**src/rtl/wdt_pkg.sv**
```systemverilog
package wdt_pkg;

    localparam int CNT_W = 7;
    localparam int TOP_BIT = CNT_W - 1;

    typedef enum logic [1:0] {
        WD_OFF  = 2'd0,
        WD_RUN  = 2'd1,
        WD_FIRE = 2'd2
    } wd_state_e;

    typedef logic [CNT_W-1:0] wd_cnt_t;

endpackage

```
**src/rtl/wdt_prescaler.sv**
```systemverilog
module wdt_prescaler #(
    parameter int DIV = 16384
) (
    input  logic clk,
    input  logic rst_n,
    output logic tick
);
    localparam int PW = (DIV > 2) ? $clog2(DIV) : 1;
    localparam logic [PW-1:0] LAST = PW'(DIV - 1);

    logic [PW-1:0] phase_q;

    // free-running divider: never cleared by register traffic
    always_ff @(posedge clk or negedge rst_n) begin
        if (!rst_n)
            phase_q <= '0;
        else if (phase_q == LAST)
            phase_q <= '0;
        else
            phase_q <= phase_q + 1'b1;
    end

    assign tick = (phase_q == LAST);

endmodule

```
**src/rtl/wdt_down_counter.sv**
```systemverilog
module wdt_down_counter
    import wdt_pkg::*;
(
    input  logic    clk,
    input  logic    rst_n,
    input  logic    load,
    input  wd_cnt_t load_val,
    input  logic    step,
    output wd_cnt_t q,
    output wd_cnt_t q_next
);
    wd_cnt_t cnt_q;

    // load has priority over a step in the same cycle
    always_comb begin
        if (load)
            q_next = load_val;
        else if (step)
            q_next = cnt_q - 1'b1;
        else
            q_next = cnt_q;
    end

    always_ff @(posedge clk or negedge rst_n) begin
        if (!rst_n)
            cnt_q <= '1;
        else
            cnt_q <= q_next;
    end

    assign q = cnt_q;

endmodule

```
**src/rtl/wdt_fsm.sv**
```systemverilog
module wdt_fsm
    import wdt_pkg::*;
(
    input  logic clk,
    input  logic rst_n,
    input  logic arm,
    input  logic trip,
    output logic armed,
    output logic fire
);
    wd_state_e state_q, state_d;

    always_comb begin
        state_d = state_q;
        unique case (state_q)
            WD_OFF: begin
                if (trip)
                    state_d = WD_FIRE;
                else if (arm)
                    state_d = WD_RUN;
            end
            WD_RUN: begin
                if (trip)
                    state_d = WD_FIRE;
            end
            WD_FIRE: begin
                state_d = trip ? WD_FIRE : WD_RUN;
            end
            default: state_d = WD_OFF;
        endcase
    end

    always_ff @(posedge clk or negedge rst_n) begin
        if (!rst_n)
            state_q <= WD_OFF;
        else
            state_q <= state_d;
    end

    always_comb begin
        armed = (state_q != WD_OFF);
        fire  = (state_q == WD_FIRE);
    end

endmodule

```
**src/rtl/wdt_ctrl.sv**
```systemverilog
module wdt_ctrl
    import wdt_pkg::*;
#(
    parameter int PRESC_DIV = 16384
) (
    input  logic       clk,
    input  logic       rst_n,
    input  logic       opt_hw_on,
    input  logic       opt_halt_ok,
    input  logic       reg_wr,
    input  logic [7:0] reg_wdata,
    input  logic       halt_req,
    output logic [7:0] reg_rdata,
    output logic       halt_ok,
    output logic       rst_req
);
    logic    tick;
    logic    armed;
    logic    active_now;
    logic    active_next;
    logic    set_run;
    logic    fall;
    logic    wr_trip;
    logic    halt_trip;
    logic    trip;
    wd_cnt_t cnt_q;
    wd_cnt_t cnt_d;

    wdt_prescaler #(.DIV(PRESC_DIV)) u_presc (
        .clk   (clk),
        .rst_n (rst_n),
        .tick  (tick)
    );

    assign active_now  = opt_hw_on | armed;
    assign set_run     = reg_wr & reg_wdata[7];
    assign active_next = active_now | set_run;

    wdt_down_counter u_cnt (
        .clk      (clk),
        .rst_n    (rst_n),
        .load     (reg_wr),
        .load_val (reg_wdata[CNT_W-1:0]),
        .step     (active_now & tick),
        .q        (cnt_q),
        .q_next   (cnt_d)
    );

    assign fall      = cnt_q[TOP_BIT] & ~cnt_d[TOP_BIT];
    assign wr_trip   = reg_wr & ~reg_wdata[TOP_BIT];
    assign halt_trip = halt_req & active_now & ~opt_halt_ok;
    assign trip      = (active_next & (fall | wr_trip)) | halt_trip;

    wdt_fsm u_fsm (
        .clk   (clk),
        .rst_n (rst_n),
        .arm   (set_run | opt_hw_on),
        .trip  (trip),
        .armed (armed),
        .fire  (rst_req)
    );

    assign reg_rdata = {active_now, cnt_q};
    assign halt_ok   = halt_req & ~(active_now & ~opt_halt_ok);

endmodule

```
**config.mk**
```make
export PLATFORM = sky130hd
export DESIGN_NAME = wdt_ctrl
export DESIGN_NICKNAME = d
export VERILOG_FILES = /design/src/rtl/wdt_pkg.sv /design/src/rtl/wdt_prescaler.sv /design/src/rtl/wdt_down_counter.sv /design/src/rtl/wdt_fsm.sv /design/src/rtl/wdt_ctrl.sv
export SDC_FILE = /design/constraint.sdc
export NUM_CORES = 1
export LEC_CHECK = 0
export ABC_AREA = 1
export BUFFER_PORTS_ARGS = -buffer_cell sky130_fd_sc_hd__buf_2
export CAP_MARGIN = 25
export CORE_UTILIZATION = 54
export CTS_CLUSTER_SIZE = 10
export DETAILED_ROUTE_END_ITERATION = 10
export PLACE_DENSITY = 0.86
export SETUP_SLACK_MARGIN = 0.2
export SLEW_MARGIN = 10
export SYNTH_ARGS = -nofsm -noshare
export SYNTH_HDL_FRONTEND = slang
export SYNTH_SLANG_ARGS = --single-unit
```
**constraint.sdc**
```tcl
create_clock -name clk -period 1.9 [get_ports clk]
set_input_delay 0.095 -clock clk [delete_from_list [all_inputs] [get_ports clk]]
set_output_delay 0.095 -clock clk [all_outputs]
set_load 0.03 [all_outputs]
```
==> impl_metrics.toml <==
[global_routing]
grt_max_degree = 24
grt_pass1_wl_um = 4210
antenna_found_initial = 0
grt_overflow = 0
grtUsageTotal_pct = 21.7
grt_pass1_vias = 1027

[sta]
max_freq_mhz = 630
finalHoldViolCount = 0
period_needed_ps = 1590
worst-slew-pin-transition_ps = 526
rsz0062_at_grt = "true"
timing.setup.tns_ps = 0
relSlewSlack_pct = 64.9
fin_crit_sh_pct = 83.5
final.setup.worst_slack_ps = 314
setup_violations = 0
skew_ps = 7.80
whs_ps = 10.8
maxSlewViolCount = 0

[die]
dieArea_um2 = 2590
die_y_um = 50.9
die_x_um = 50.9
core.rowCount = 17
coreArea_um2 = 2230
initial_core_util_pct = 57.9
io_pins = 24

[final_layout]
drive_above_1_share_pct = 27.4
fin_nets = 207
fillers = 188
area_growth_pct = 18.5
fin_cells = 218
diodes = 0
fin_area_um2 = 1530

[power_and_ir_drop]
power.density_nw_per_um2 = 643
power.share.combinational_pct = 21.9
sw_frac_of_total_pct = 31.2
power_switching_uw = 307
leakage_uw = 0.000841
pwr-share-seq_pct = 55.7
internal-power_uw = 678
clkPwrFrac_pct = 22.4
ir_drop_mv = 0.587

[critical_path]
cp-end-kind = "register"
cp_num_buf_inv = 2
setup.worst_path.start_class = "register"
crit_type = "register to register"
crit_end = "u_cnt.q[1]"
critPathTopFamily = "simple AND/OR/NAND/NOR gates"
crit_cells = 10
critPathMaxStageDelay_ps = 390
worst_ep_required_time_ps = 2120
critical_path.slowest_cell = "dfrtp_1"
timing.rr.end = "u_cnt.q[1]"
crit_start = "u_presc.phase_q[0]"
path_cells = "ha_2 > nand2_1 > nor2_4 > nand2_4 > inv_2 > nand3_2 > inv_1 > nor2_4 > nand2_1 > o311ai_1"
cp_max_fo = 6
worstRegToRegCells = 10
critPathArrivalTime_ps = 1810
r2r_slack_ps = 310
rr_startpoint = "u_presc.phase_q[0]"

[clock_network]
cts.sinks = 23
cts_tree = "yes"
clockBufferDepth = 2
htree_levels = 1
clk_pin_slew_ps = 130
clock-root-buffer = "clkbuf_4"
numCtsBuffers = 3
worstSkewPairLatency_ps = 310

[placed_design]
port_buffers = 23
dpl_cell_area_um2 = 1430
pre_cts_ws_ps = 288
place_inst = 208
dp_hpwl_um = 1830
gp_congestion = 0.823

[logic_synthesis]
syn_avg_cell_area_um2 = 8.13
syn_nets = 175
syn-instance-count = 159
synth_seq_area_share_pct = 45.2
synth.most_common_cell = "nand2_1"
syn_area_um2 = 1290
synth_commonest_cells = "40 x nand2_1, 24 x inv_1, 16 x dfrtp_1, 14 x nand3_1, 13 x nor2_1"
synth_cell_type_count = 26
ys_async_sr_fraction_pct = 100
yosys_warnings = 0
synth-seq-cells = 23
synth_area_leader_cell = "dfrtp_1"
synth_edf_count = 0
synth_ff_type = "dfrtp_1"
synth_area_leaders = "dfrtp_1 31%, dfstp_2 14%, nand2_1 12%, inv_1 7.0%, nand3_1 5.4%"
synth_top_cell_area_share_pct = 31.0

[detailed_routing]
drt_pass1_iterations = 4
first_iter_violations = 25
wl_per_cell_um = 11.1
drc_errors = 0
dr_total_vias = 1107
wirelength_um = 2420
ant_nets = 0
routed_via_density = 5.08

[hold_path]
hp-start = "reg_wdata[0]"
hp-class = "input port to register"

[status]
status = "finished clean"

[run]
cap_violations = 0
## power groups by stage
stage	clock, uW	combinational, uW	sequential (uW)
after CTS	234	215	548
after floorplan	0	123	582
after detailed placement	0	208	557
after global routing	244	241	553
after global placement	0	202	556
final	221	216	548
## worst register-to-register path, delay by kind of cell (launching register included)
family                   cells  cell delay (ps)
AO/OA/AOI/OAI                1              110
AND/OR/NAND/NOR              6              560
buffers and inverters        2              240
flip-flops                   1              390
adder cells (fa/ha/maj)      1              190
## timing repair
| item | CTS | global route |
|---|---|---|
| endpoints found under the hold margin | 19 | 0 |
| setup buffers | 0 | 2 |
| setup endpoints to repair | 0 | 9 |
| resized for setup | 0 | 5 |
| hold buffers | 4 | 0 |
## layer usage
layer,global-route usage [%],routed length (um),vias to the layer above
met5,0,0,-
li1,-,-,562
met3,2.68,66,4
met2,41.0,1270,26
met1,25.0,1050,515
met4,6.94,31,0
## sequential cells by signal, indices dropped and copies added (netlist names)
register         flops
u_cnt.q              7
u_presc.phase_q     14
u_fsm.state_q        2
## worst min path at each step
stage | endpoint | slack [ps] | cells past startpoint
2_1_floorplan | u_fsm.state_q[0] | -200 | 0
3_3_place_gp | u_presc.phase_q[11] | 90 | 1
3_5_place_dp | u_presc.phase_q[10] | 100 | 1
4_1_cts | u_cnt.q[0] | 4 | 3
5_1_grt | u_cnt.q[0] | 20 | 3
6_report | u_cnt.q[0] | 10 | 3
## placed cells by master, fill, tap and decap left out, types with 2 or more instances in the layout
master / instances
nand2_1: 39
inv_1: 24
buf_2: 23
dfrtp_1: 16
nand3_1: 14
nor2_1: 12
dfstp_2: 7
xnor2_1: 6
a21oi_1: 5
nor3_1: 4
xor2_1: 4
dlygate4sd3_1: 4
nand2_2: 3
nor2_4: 3
nand3_2: 3
o21ai_0: 3
clkbuf_4: 3
nand4_1: 2
nor2_2: 2
o311ai_1: 2
buf_4: 2
## kinds of logic after synthesis
logic type | Yosys count | synth area share, %
AO/OA/AOI/OAI | 11 | 5.03
XOR/XNOR | 10 | 6.78
adder cells (fa/ha/maj) | 2 | 1.94
buffers and inverters | 27 | 8.13
flip-flops | 23 | 45.2
multiplexers | 1 | 0.774
AND/OR/NAND/NOR | 85 | 32.1
## per-stage QoR
step,util [%],power (uW)
2_1_floorplan,-,705
3_3_place_gp,64.1,758
3_5_place_dp,64.1,766
4_1_cts,67.1,997
5_1_grt,68.6,1040
6_report,68.6,985
## layout make-up
class	count	area, um2	share of cell area (%)
clock buffers	3	22.5	1.47
clock inverters	1	5.00	0.327
inverters	25	93.8	6.13
multi-input cells	109	621	40.5
flip-flops and latches	23	584	38.2
well taps	28	35.0	2.29
repair buffers	29	170	11.1
Note: power is estimated with default switching activity, not from simulation.
